<file path="config.mk">
export PLATFORM = sky130hd
export DESIGN_NAME = flc_top
export DESIGN_NICKNAME = d
export VERILOG_FILES = /design/src/rtl/flc_pkg.sv /design/src/rtl/flc_lut_frac.sv /design/src/rtl/flc_ff_pair.sv /design/src/rtl/flc_out_mux.sv /design/src/rtl/flc_top.sv
export SDC_FILE = /design/constraint.sdc
export NUM_CORES = 1
export LEC_CHECK = 0
export ABC_AREA = 1
export BUFFER_PORTS_ARGS = -buffer_cell sky130_fd_sc_hd__buf_2
export CORE_AREA = 3 3 40 42
export DETAILED_ROUTE_END_ITERATION = 10
export DIE_AREA = 0 0 43 45
export GPL_TIMING_DRIVEN = 1
export PLACE_DENSITY = 0.75
export SYNTH_ARGS = -nofsm -noshare
export SYNTH_HDL_FRONTEND = slang
export SYNTH_HIERARCHICAL = 1
export SYNTH_SLANG_ARGS = --single-unit
</file>
<file path="constraint.sdc">
create_clock -name clk -period 1.85 [get_ports clk]
set_input_delay 0.2775 -clock clk [delete_from_list [all_inputs] [get_ports clk]]
set_output_delay 0.2775 -clock clk [all_outputs]
set_load 0.005 [all_outputs]
</file>
<file path="src/rtl/flc_pkg.sv">
// Package: shared mode encoding for the fracturable LUT element.
// Assumes a 2-bit mode field; code 3 behaves like the full-LUT mode.
package flc_pkg;

    typedef enum logic [1:0] {
        FLC_FULL     = 2'b00,
        FLC_SPLIT    = 2'b01,
        FLC_SHIFT    = 2'b10,
        FLC_FULL_ALT = 2'b11
    } flc_mode_e;

    // True when the mode maps one K-input function onto flip-flop 0.
    function automatic logic is_full(input flc_mode_e m);
        return (m == FLC_FULL) || (m == FLC_FULL_ALT);
    endfunction

endpackage

</file>
<file path="src/rtl/flc_lut_frac.sv">
// Module: fracturable look-up table.
// Produces the full K-input result and the two (K-1)-input half results.
// Assumes the table holds entry i at bit i; the upper half starts at 2**(K-1).
module flc_lut_frac #(
    parameter int LUT_K = 4
) (
    input  logic [(1 << LUT_K)-1:0] truth,
    input  logic [LUT_K-1:0]        sel,
    output logic [1:0]              half_q,
    output logic                    full_q
);
    localparam int HALF_W = 1 << (LUT_K - 1);

    logic [HALF_W-1:0] half_tab [2];

    genvar h;
    generate
        for (h = 0; h < 2; h++) begin : g_half
            // Slice one half of the table and index it with the low inputs.
            always_comb begin
                half_tab[h] = truth[h*HALF_W +: HALF_W];
                half_q[h]   = half_tab[h][sel[LUT_K-2:0]];
            end
        end
    endgenerate

    // The top input chooses between the two halves.
    always_comb full_q = sel[LUT_K-1] ? half_q[1] : half_q[0];

endmodule

</file>
<file path="src/rtl/flc_ff_pair.sv">
// Module: the two flip-flops and their next-state selection.
// Priority: reset, then the scan override, then the mode.
// Reset is synchronous and active low.
module flc_ff_pair
    import flc_pkg::*;
(
    input  logic      clk,
    input  logic      rst_n,
    input  logic      test_en,
    input  flc_mode_e mode,
    input  logic      scan_in,
    input  logic      chain_in,
    input  logic      full_q,
    input  logic [1:0] half_q,
    output logic [1:0] ff_q
);
    logic [1:0] ff_d;

    // Choose what each flip-flop loads on the next edge.
    always_comb begin
        if (test_en) begin
            ff_d = {ff_q[0], scan_in};
        end else begin
            unique case (mode)
                FLC_SPLIT: ff_d = half_q;
                FLC_SHIFT: ff_d = {ff_q[0], chain_in};
                default:   ff_d = {ff_q[1], full_q};
            endcase
        end
    end

    // Register the selected values, clearing them on reset.
    always_ff @(posedge clk) begin
        if (!rst_n) ff_q <= '0;
        else        ff_q <= ff_d;
    end

endmodule

</file>
<file path="src/rtl/flc_out_mux.sv">
// Module: output selection.
// Each output picks the combinational or the registered value per its select bit.
// The shift mode always shows the register taps; the full mode ties output 1 low.
module flc_out_mux
    import flc_pkg::*;
(
    input  flc_mode_e  mode,
    input  logic [1:0] reg_sel,
    input  logic [1:0] ff_q,
    input  logic       full_q,
    input  logic [1:0] half_q,
    output logic [1:0] dout
);
    logic [1:0] comb_v;

    // Combinational value offered to each output in the current mode.
    always_comb begin
        comb_v[0] = is_full(mode) ? full_q : half_q[0];
        comb_v[1] = half_q[1];
    end

    genvar k;
    generate
        for (k = 0; k < 2; k++) begin : g_out
            // Final selection for output k.
            always_comb begin
                if (mode == FLC_SHIFT)                 dout[k] = ff_q[k];
                else if (k == 1 && is_full(mode))      dout[k] = 1'b0;
                else if (reg_sel[k])                   dout[k] = ff_q[k];
                else                                   dout[k] = comb_v[k];
            end
        end
    endgenerate

endmodule

</file>
<file path="src/rtl/flc_top.sv">
// Module: fracturable LUT logic element (top).
// Joins the table, the flip-flop pair and the output selection.
// Assumes the configuration inputs are static during normal operation.
module flc_top
    import flc_pkg::*;
#(
    parameter int LUT_K = 4
) (
    input  logic                    clk,
    input  logic                    rst_n,
    input  logic [(1 << LUT_K)-1:0] cfg_truth,
    input  logic [1:0]              cfg_mode,
    input  logic [1:0]              cfg_reg_sel,
    input  logic [LUT_K-1:0]        lut_in,
    input  logic                    test_en,
    input  logic                    scan_in,
    output logic                    scan_out,
    input  logic                    chain_in,
    output logic                    chain_out,
    output logic [1:0]              dout
);
    flc_mode_e  mode;
    logic       full_q;
    logic [1:0] half_q;
    logic [1:0] ff_q;

    // Decode the raw mode field.
    always_comb mode = flc_mode_e'(cfg_mode);

    flc_lut_frac #(.LUT_K(LUT_K)) lut_i (
        .truth  (cfg_truth),
        .sel    (lut_in),
        .half_q (half_q),
        .full_q (full_q)
    );

    flc_ff_pair ff_i (
        .clk      (clk),
        .rst_n    (rst_n),
        .test_en  (test_en),
        .mode     (mode),
        .scan_in  (scan_in),
        .chain_in (chain_in),
        .full_q   (full_q),
        .half_q   (half_q),
        .ff_q     (ff_q)
    );

    flc_out_mux out_i (
        .mode    (mode),
        .reg_sel (cfg_reg_sel),
        .ff_q    (ff_q),
        .full_q  (full_q),
        .half_q  (half_q),
        .dout    (dout)
    );

    // Both serial outputs come from the last flip-flop.
    always_comb begin
        scan_out  = ff_q[1];
        chain_out = ff_q[1];
    end

endmodule

</file>
==> run_results.csv, run 1 <==
group,metric,value,unit
sta,maxClockFrequency,649,MHz
die,core-area,0.00128,sq mm
logic_synthesis,syn_inst,107,
placed_design,gp_congestion,0.804,
final_layout,mostFrequentLayoutCell,"nand2_1",
worst_setup_path,required,1.57,ns
detailed_routing,ant_nets,0,
logic_synthesis,syn-num-nets,140,
logic_synthesis,netlist_area,533,sq um
worst_setup_path,crit_fanout,9,
placed_design,dp_cells,152,
placed_design,io_buffers,32,
cts,path_clk_slew,0.03,ns
detailed_routing,wl_per_cell,7.82,um
sta,report.final.hold_viol_count,0,
pwr,leakage,0.499,nW
pwr,swShare,0.351,
final_layout,final_cells,155,
sta,min_period,1.54,ns
die,die-area,0.00194,sq mm
cts,cts_buffer_depth,2,
grt,first_global_vias,501,
pwr,p_switching,0.0992,mW
die,initial_core_util,0.415,
sta,drv_slew,0,
die,die_w,43,um
cts,cts-root-buf,"clkbuf_4",
cts,ctsHoldBuffers,0,
final_layout,largest_reg_flops,2,
logic_synthesis,syn_area_per_cell,4.98,sq um
outcome,status,"completed",
pwr,vdd_drop_max,135,uV
worst_setup_path,cp_common_cell,"nand2_1",
die,io_pins,33,
placed_design,hpwlAfterDp,1.03,mm
worst_setup_path,critPathBufInv,4,
pwr,p_per_area,394,mW/mm^2
worst_setup_path,slowest_delay,0.22,ns
final_layout,final_util,0.557,
sta,setup_viol,0,
placed_design,dp_slack,0.306,ns
pwr,p_int,0.183,mW
cts,cts_num_sinks,2,
final_layout,largest_registers,"ff_i/ff_q (2)",
detailed_routing,wirelength,1.21,mm
logic_synthesis,ys_ff_latch,2,
detailed_routing,drt_iter0_markers,9,
sta,slew_headroom,0.853,
sta,worst_pin_slew,0.221,ns
worst_setup_path,critical_path_class,"in -> out",
cts,post_cts_resized,0,
sta,rsz0062_at_grt,"no",
worst_setup_path,arrival,1.26,ns
detailed_routing,dr.pass1.iters,4,
detailed_routing,drc_errors,0,
final_layout,area_growth,34.3,%
final_layout,n_antenna_cell,0,
job,max_cap_violations,0,
grt,antenna_found_initial,0,
grt,grt.overflow.total,0,
pwr,power_frac_seq,0.178,
cts,clk_latency,0.22,ns
worst_setup_path,crit_path_start_kind,"input pin",
sta,hold_slack,0.292,ns
sta,fin_crit_sh,0.833,
final_layout,regMostFlops,"ff_i/ff_q",
final_layout,layout_common_cells,"nand2_1 (36), buf_2 (32), inv_1 (29), nand3_1 (12), nor2_1 (10)",
pwr,clkPwrFrac,0.337,
logic_synthesis,ys_seq_area_frac,0.0751,
worst_setup_path,crit_chain,"buf_2 > inv_8 > nand2_2 > nand2_1 > nand2_1 > nand3_1 > nand3_1 > nand2_1 > inv_1 > nand2_1 > nand3_1 > nand2_1 > buf_2",
grt,grt_max_degree,10,
detailed_routing,viasPerCell,4.18,
sta,fin_setup_tns,0,ns
cts,cts_tree,"built",
pwr,comb_power_share,0.486,
worst_setup_path,cp_top_family,"simple AND/OR/NAND/NOR gates",
detailed_routing,vias,648,
sta,fin_worst_skew,0.00126,ns
cts,cts_max_level,1,
worst_setup_path,end_kind,"output pin",
worst_hold_path,hp-class,"in -> reg",
cts,cts_setup_buffers,0,
die,die_y,45,um
worst_setup_path,crit_path_top_delay_cell,"buf_2",
grt,grt_pass1_wl,1.89,mm
sta,fin_ws,0.309,ns
logic_synthesis,yosys_warnings,6,
logic_synthesis,synth_cell_types,16,
final_layout,num-nets-final,175,
grt,gr-usage-all-layers,0.119,
cts,numCtsBuffers,3,
die,rows,13,
final_layout,drive_above_1_share,0.300,
[power groups by stage]
| stage | Combinational [mW] | Sequential, mW | Clock, mW |
|---|---|---|---|
| final | 0.137 | 0.0501 | 0.0950 |
| after global routing | 0.158 | 0.0505 | 0.0993 |
| after CTS | 0.138 | 0.0504 | 0.0977 |
| after detailed placement | 0.137 | 0.0509 | 0 |
| after global placement | 0.135 | 0.0506 | 0 |
| after floorplan | 0.0879 | 0.0500 | 0 |
[through the flow]
stage                     instance area (sq um)  total power, mW
after floorplan                             533            0.138
after global placement                      693            0.186
after detailed placement                    693            0.188
after CTS                                   716            0.286
after global routing                        716            0.307
final                                       716            0.282
[layout make-up]
cell class,instances,area (sq um)
fill,137,569
sequential,2,40.0
inverter,30,120
multi-input combinational,73,354
tap,15,18.8
clock buffer,3,22.5
timing repair buffer,32,160
[synthesized netlist by cell type, drive strengths merged]
library cell  count  area, sq um
inv              30          120
buf               2         18.8
o21ai             1         5.00
nand2            38          148
ha                4         50.1
a21oi             1         5.00
nand3            13         70.1
and2              2         12.5
nor2             13         56.3
o21bai            1         7.51
dfxtp             2         40.0
[tightest hold or removal path, stage by stage]
cell and delay, ns:
buf_2 0.10, inv_1 0.04, nor2_1 0.04
[worst paths after layout]
| path | depth (start not counted) | slack, ns | from | endpoint |
|---|---|---|---|---|
| setup / recovery | 13 | 0.31 | lut_in[0] | dout[0] |
| hold / removal | 3 | 0.29 | rst_n | ff_i/ff_q[1]$_SDFFE_PN0P_ |
| setup reg to reg | 6 | 1.08 | ff_i/ff_q[0]$_SDFF_PN0_ | ff_i/ff_q[1]$_SDFFE_PN0P_ |
| hold reg to reg | 4 | 0.63 | ff_i/ff_q[0]$_SDFF_PN0_ | ff_i/ff_q[1]$_SDFFE_PN0P_ |
[kinds of logic (layout without fill, tap and decap cells)]
family / Yosys count / count (layout) / share of synthesized area
AOI/OAI and AO/OA: 3 / 3 / 0.0329
DFF: 2 / 2 / 0.0751
and+or+nand+nor: 66 / 66 / 0.538
buffers and inverters: 32 / 65 / 0.261
adders and majority gates: 4 / 4 / 0.0939
[metal layers]
layer / vias to the layer above / routed length (um) / track usage / part of all wire
met5: - / 0 / 0 / 0
met4: 0 / 0 / 0.0361 / 0
met3: 0 / 72 / 0.00398 / 0.059
met2: 16 / 552 / 0.183 / 0.46
met1: 255 / 587 / 0.179 / 0.48
li1: 377 / - / - / -
(Power assumes the default switching activity.)
==> run 2: changes to the inputs <==
--- a/config.mk
+++ b/config.mk
@@ -7,11 +7,11 @@
 export LEC_CHECK = 0
 export ABC_AREA = 1
 export BUFFER_PORTS_ARGS = -buffer_cell sky130_fd_sc_hd__buf_2
-export CORE_AREA = 3 3 40 42
+export CORE_MARGIN = 3
+export CORE_UTILIZATION = 41
 export DETAILED_ROUTE_END_ITERATION = 10
-export DIE_AREA = 0 0 43 45
 export GPL_TIMING_DRIVEN = 1
-export PLACE_DENSITY = 0.75
+export PLACE_DENSITY = 0.76
 export SYNTH_ARGS = -nofsm -noshare
 export SYNTH_HDL_FRONTEND = slang
 export SYNTH_HIERARCHICAL = 1
==> constraint.sdc (replaced) <==
create_clock -name clk -period 1.43 [get_ports clk]
set_input_delay 0.2145 -clock clk [delete_from_list [all_inputs] [get_ports clk]]
set_output_delay 0.2145 -clock clk [all_outputs]
set_load 0.005 [all_outputs]
==> run 2 against run 1 <==
Net effect:
- sequential cell count unchanged
- combinational power up 40%
- sequential power up 31%
- power up 37%
- clock power up 35%
- via count up 3.1%
- setup slack worse by 0.21 ns
- clock skew up 0.0047 ns
- highest routed layer unchanged
==> run_results.csv, run 2 (synthesis results as in run 1) <==
group,metric,value,unit
outcome,status,"completed",
pwr,p_per_area,520,mW/mm^2
sta,fin_crit_sh,0.929,
detailed_routing,drc_errors,0,
detailed_routing,wirelength,1.33,mm
detailed_routing,drt_iter0_markers,13,
grt,grtUsageMet1,0.215,
worst_setup_path,critical_path_class,"in -> out",
sta,fin_worst_skew,0.00595,ns
final_layout,final_util,0.641,
cts,cts_max_level,1,
grt,busiest_layer,"met2",
sta,setup_viol,0,
worst_setup_path,crit_fanout,9,
final_layout,layout_common_cells,"nand2_1 (36), buf_2 (31), inv_1 (28), nor2_1 (10), nand3_1 (10)",
grt,gr-usage-all-layers,0.154,
grt,grt_use_met3,0.0472,
final_layout,largest_registers,"ff_i/ff_q (2)",
sta,fin_setup_tns,0,ns
worst_setup_path,cp_common_cell,"nand2_1",
detailed_routing,viasPerCell,4.31,
grt,grt.overflow.total,0,
sta,worst_pin_slew,0.152,ns
sta,maxClockFrequency,753,MHz
die,initial_core_util,0.461,
grt,grt_pass1_wl,2.21,mm
worst_setup_path,crit_path_start_kind,"input pin",
final_layout,regMostFlops,"ff_i/ff_q",
cts,cts-root-buf,"clkbuf_4",
worst_setup_path,crit_chain,"buf_6 > inv_8 > nand2_1 > nand3_1 > nand3_2 > nand3_1 > nand2_1 > inv_1 > nand2_1 > nand3_1 > nand2_1 > buf_2",
placed_design,gp_congestion,0.778,
final_layout,mostFrequentLayoutCell,"nand2_1",
pwr,vdd_drop_max,242,uV
worst_hold_path,hp-class,"in -> reg",
sta,min_period,1.33,ns
cts,clk_latency,0.23,ns
final_layout,num-nets-final,176,
job,max_cap_violations,0,
grt,first_global_vias,563,
placed_design,hpwlAfterDp,1.06,mm
worst_setup_path,arrival,1.11,ns
grt,grt_util_met2,0.228,
detailed_routing,wl_per_cell,8.61,um
cts,cts_tree,"built",
die,rows,12,
detailed_routing,dr.pass1.iters,4,
worst_setup_path,crit_path_top_delay_cell,"buf_6",
die,core-area,0.00116,sq mm
die,io_pins,33,
sta,rsz0062_at_grt,"no",
die,die_y,42.1,um
cts,cts_buffer_depth,2,
detailed_routing,vias,668,
sta,report.final.hold_viol_count,0,
cts,ctsHoldBuffers,0,
worst_setup_path,slowest_delay,0.12,ns
cts,numCtsBuffers,3,
grt,grt_max_degree,10,
cts,path_clk_slew,0.03,ns
pwr,leakage,0.512,nW
final_layout,n_antenna_cell,0,
die,die-area,0.00177,sq mm
final_layout,drive_above_1_share,0.333,
worst_setup_path,required,1.22,ns
detailed_routing,ant_nets,0,
worst_setup_path,end_kind,"output pin",
placed_design,io_buffers,32,
worst_setup_path,cp_top_family,"simple AND/OR/NAND/NOR gates",
sta,slew_headroom,0.898,
final_layout,area_growth,39.0,%
worst_setup_path,critPathBufInv,4,
grt,antenna_found_initial,0,
cts,cts_num_sinks,2,
die,die_w,42.1,um
final_layout,largest_reg_flops,2,
sta,drv_slew,0,
run 2: cell types whose count changed in the layout (fill, tap and decap cells not counted), sizes merged:
| cell | before | now |
|---|---|---|
| buf | 32 | 33 |
run 2: report_power, final:
group,switching (mW),internal [mW]
combinational,0.0988,0.0930
sequential,0.00461,0.0609
clock,0.0353,0.0929
total,0.139,0.247
run 2: worst paths after layout:
check	startpoint	end	slack (ns)	cells after the start
hold / removal	rst_n	ff_i/ff_q[0]$_SDFF_PN0_	0.23	3
setup reg to reg	ff_i/ff_q[1]$_SDFFE_PN0P_	ff_i/ff_q[1]$_SDFFE_PN0P_	0.58	6
setup / recovery	lut_in[0]	dout[0]	0.10	12
hold reg to reg	ff_i/ff_q[0]$_SDFF_PN0_	ff_i/ff_q[1]$_SDFFE_PN0P_	0.66	4
run 2: timing repair:
action                                  4_1_cts  5_1_grt
setup buffers                                 0        1
resized for setup                             0        7
endpoints found under the setup margin        0        2
run 2: per-layer routing:
| metal | share of wire | vias up | wire [um] |
|---|---|---|---|
| met2 | 0.45 | 25 | 600 |
| met3 | 0.077 | 0 | 103 |
| met5 | 0 | - | 0 |
| li1 | - | 379 | - |
| met1 | 0.47 | 264 | 631 |
| met4 | 0 | 0 | 0 |
run 2: metrics by stage:
stage | instance area [sq um] | power, mW | worst slack [ns] | instances | hold slack [ns]
final | 741 | 0.386 | 0.102 | 155 | 0.230
after global routing | 741 | 0.422 | 0.00249 | 155 | 0.233
after CTS | 714 | 0.380 | 0.0129 | 154 | 0.222
after detailed placement | 692 | 0.244 | 0.0203 | 151 | 0.448
after global placement | 692 | 0.241 | 0.0255 | 151 | 0.446
after floorplan | 533 | 0.178 | 0.289 | 107 | 0.327
run 2: area by class of cell:
type | count | area [sq um]
well taps | 14 | 17.5
fillers | 119 | 415
inverters | 30 | 120
multi-input cells | 73 | 367
clock buffers | 3 | 22.5
repair buffers | 33 | 174
flip-flops and latches | 2 | 40.0
run 2: worst min-delay path, delay by kind of cell:
| family | cells | cell delay, ns |
|---|---|---|
| AND/OR/NAND/NOR | 2 | 0.08 |
| buffers and inverters | 1 | 0.10 |
==> run 3: changes to the inputs <==
--- a/config.mk
+++ b/config.mk
@@ -7,7 +7,6 @@
 export LEC_CHECK = 0
 export ABC_AREA = 1
 export BUFFER_PORTS_ARGS = -buffer_cell sky130_fd_sc_hd__buf_2
-export CORE_MARGIN = 3
 export CORE_UTILIZATION = 41
 export DETAILED_ROUTE_END_ITERATION = 10
 export GPL_TIMING_DRIVEN = 1
==> run 3 against run 2 <==
Net effect:
- cell count is the same
- routed wire length is 4.0% lower
- clock-buffer cell count stayed put
- via count shrank 0.90%
- die area shrank 18%
- clock skew fell by 0.00065 ns
- sequential cell count is the same
- fmax down 1.6%
- non-clock buffer count unchanged
- clock power barely moved
==> run_results.csv, run 3 (synthesis results as in run 1) <==
group,metric,value,unit
outcome,status,"completed",
worst_setup_path,crit_path_start_kind,"input pin",
worst_hold_path,hp-class,"in -> reg",
detailed_routing,dr.pass1.iters,6,
sta,fin_worst_skew,0.00530,ns
placed_design,dp_slack,0.0147,ns
grt,gr-usage-all-layers,0.182,
detailed_routing,drc_errors,0,
sta,setup_viol,0,
job,max_cap_violations,0,
placed_design,hpwlAfterDp,962,um
final_layout,final_cells,155,
sta,fin_crit_sh,0.944,
final_layout,num-nets-final,176,
detailed_routing,viasPerCell,4.27,
grt,grt_pass1_wl,1.93,mm
worst_setup_path,crit_fanout,9,
worst_setup_path,critical_path_class,"in -> out",
detailed_routing,wl_per_cell,8.26,um
placed_design,io_buffers,32,
worst_setup_path,arrival,1.14,ns
sta,slew_headroom,0.895,
grt,first_global_vias,519,
sta,fin_ws,0.0800,ns
cts,numCtsBuffers,3,
grt,grt.overflow.total,0,
detailed_routing,drt_iter0_markers,28,
worst_setup_path,reg2reg_slack,0.61,ns
worst_setup_path,required,1.22,ns
cts,cts_tree,"built",
die,io_pins,33,
cts,cts-root-buf,"clkbuf_4",
placed_design,gp_congestion,0.852,
final_layout,regMostFlops,"ff_i/ff_q",
grt,antenna_found_initial,0,
final_layout,fin_area,744,sq um
sta,report.final.hold_viol_count,0,
sta,min_period,1.35,ns
final_layout,mostFrequentLayoutCell,"nand2_1",
pwr,power,0.386,mW
final_layout,layout_common_cells,"nand2_1 (36), buf_2 (31), inv_1 (28), nor2_1 (10), nand3_1 (10)",
grt,grt_max_degree,10,
sta,maxClockFrequency,741,MHz
worst_setup_path,end_kind,"output pin",
die,die_w,38.1,um
die,initial_core_util,0.461,
die,core-area,0.00116,sq mm
final_layout,n_antenna_cell,0,
detailed_routing,ant_nets,0,
die,rows,12,
cts,cts_buffer_depth,2,
final_layout,area_growth,39.7,%
final_layout,drive_above_1_share,0.333,
sta,worst_pin_slew,0.157,ns
sta,hold_slack,0.229,ns
cts,cts_max_level,1,
placed_design,placed_area,692,sq um
die,die-area,0.00145,sq mm
final_layout,largest_reg_flops,2,
pwr,vdd_drop_max,200,uV
pwr,leakage,0.513,nW
final_layout,n_fill_cell,100,
sta,drv_slew,0,
placed_design,dp_cells,151,
die,die_y,38.1,um
final_layout,largest_registers,"ff_i/ff_q (2)",
cts,cts_num_sinks,2,
detailed_routing,wirelength,1.28,mm
pwr,p_per_area,519,mW/mm^2
detailed_routing,vias,662,
cts,clk_latency,0.22,ns
cts,path_clk_slew,0.03,ns
[run 3: cell count changes in the layout (fill, tap and decap cells not counted)]
cell,before,now
buf_6,1,0
buf_8,0,1
[run 3: report_power, final]
| group | switching (mW) | internal [mW] | total, mW |
|---|---|---|---|
| clock | 0.0336 | 0.0928 | 0.126 |
| combinational | 0.101 | 0.0942 | 0.195 |
| sequential | 0.00396 | 0.0609 | 0.0649 |
[run 3: path summary, 6_finish.rpt]
path | from | endpoint | cells past startpoint
max | lut_in[0] | dout[0] | 12
min | rst_n | ff_i/ff_q[1]$_SDFFE_PN0P_ | 3
min reg2reg | ff_i/ff_q[0]$_SDFF_PN0_ | ff_i/ff_q[1]$_SDFFE_PN0P_ | 4
max reg2reg | ff_i/ff_q[1]$_SDFFE_PN0P_ | ff_i/ff_q[1]$_SDFFE_PN0P_ | 6
[run 3: layout make-up]
| type | count | area, sq um | share of cell area |
|---|---|---|---|
| Multi-Input combinational cell | 73 | 367 | 0.492 |
| Timing Repair Buffer | 33 | 178 | 0.239 |
| Inverter | 30 | 120 | 0.161 |
| Sequential cell | 2 | 40.0 | 0.0538 |
| Clock buffer | 3 | 22.5 | 0.0303 |
| Tap cell | 14 | 17.5 | 0.0235 |
[run 3: routing by layer]
| layer | track usage | vias up | routed length [um] |
|---|---|---|---|
| met5 | 0 | - | 0 |
| met4 | 0.0268 | 0 | 0 |
| met3 | 0.0174 | 0 | 85 |
| met2 | 0.314 | 33 | 583 |
| met1 | 0.245 | 250 | 611 |
| li1 | - | 379 | - |
[run 3: repair_timing]
item / 4_1_cts / 5_1_grt
gates resized for setup: 0 / 8
buffers inserted: 0 / 1
endpoints found under the setup margin: 0 / 2
hold buffers: 0 / 0
[run 3: critical path: stages]
cell,delay (ns)
buf_8,0.12
inv_8,0.07
nand2_1,0.05
nand3_1,0.09
nand3_2,0.10
nand3_1,0.09
nand2_1,0.07
inv_1,0.06
nand2_1,0.05
nand3_1,0.07
nand2_1,0.04
buf_2,0.12
[run 3: per-stage QoR]
| step | util | TNS [ns] |
|---|---|---|
| after CTS | 0.618 | 0 |
| after floorplan | - | 0 |
| after global placement | 0.598 | 0 |
| after global routing | 0.644 | -0.0105 |
| after detailed placement | 0.598 | 0 |
| final | 0.644 | 0 |
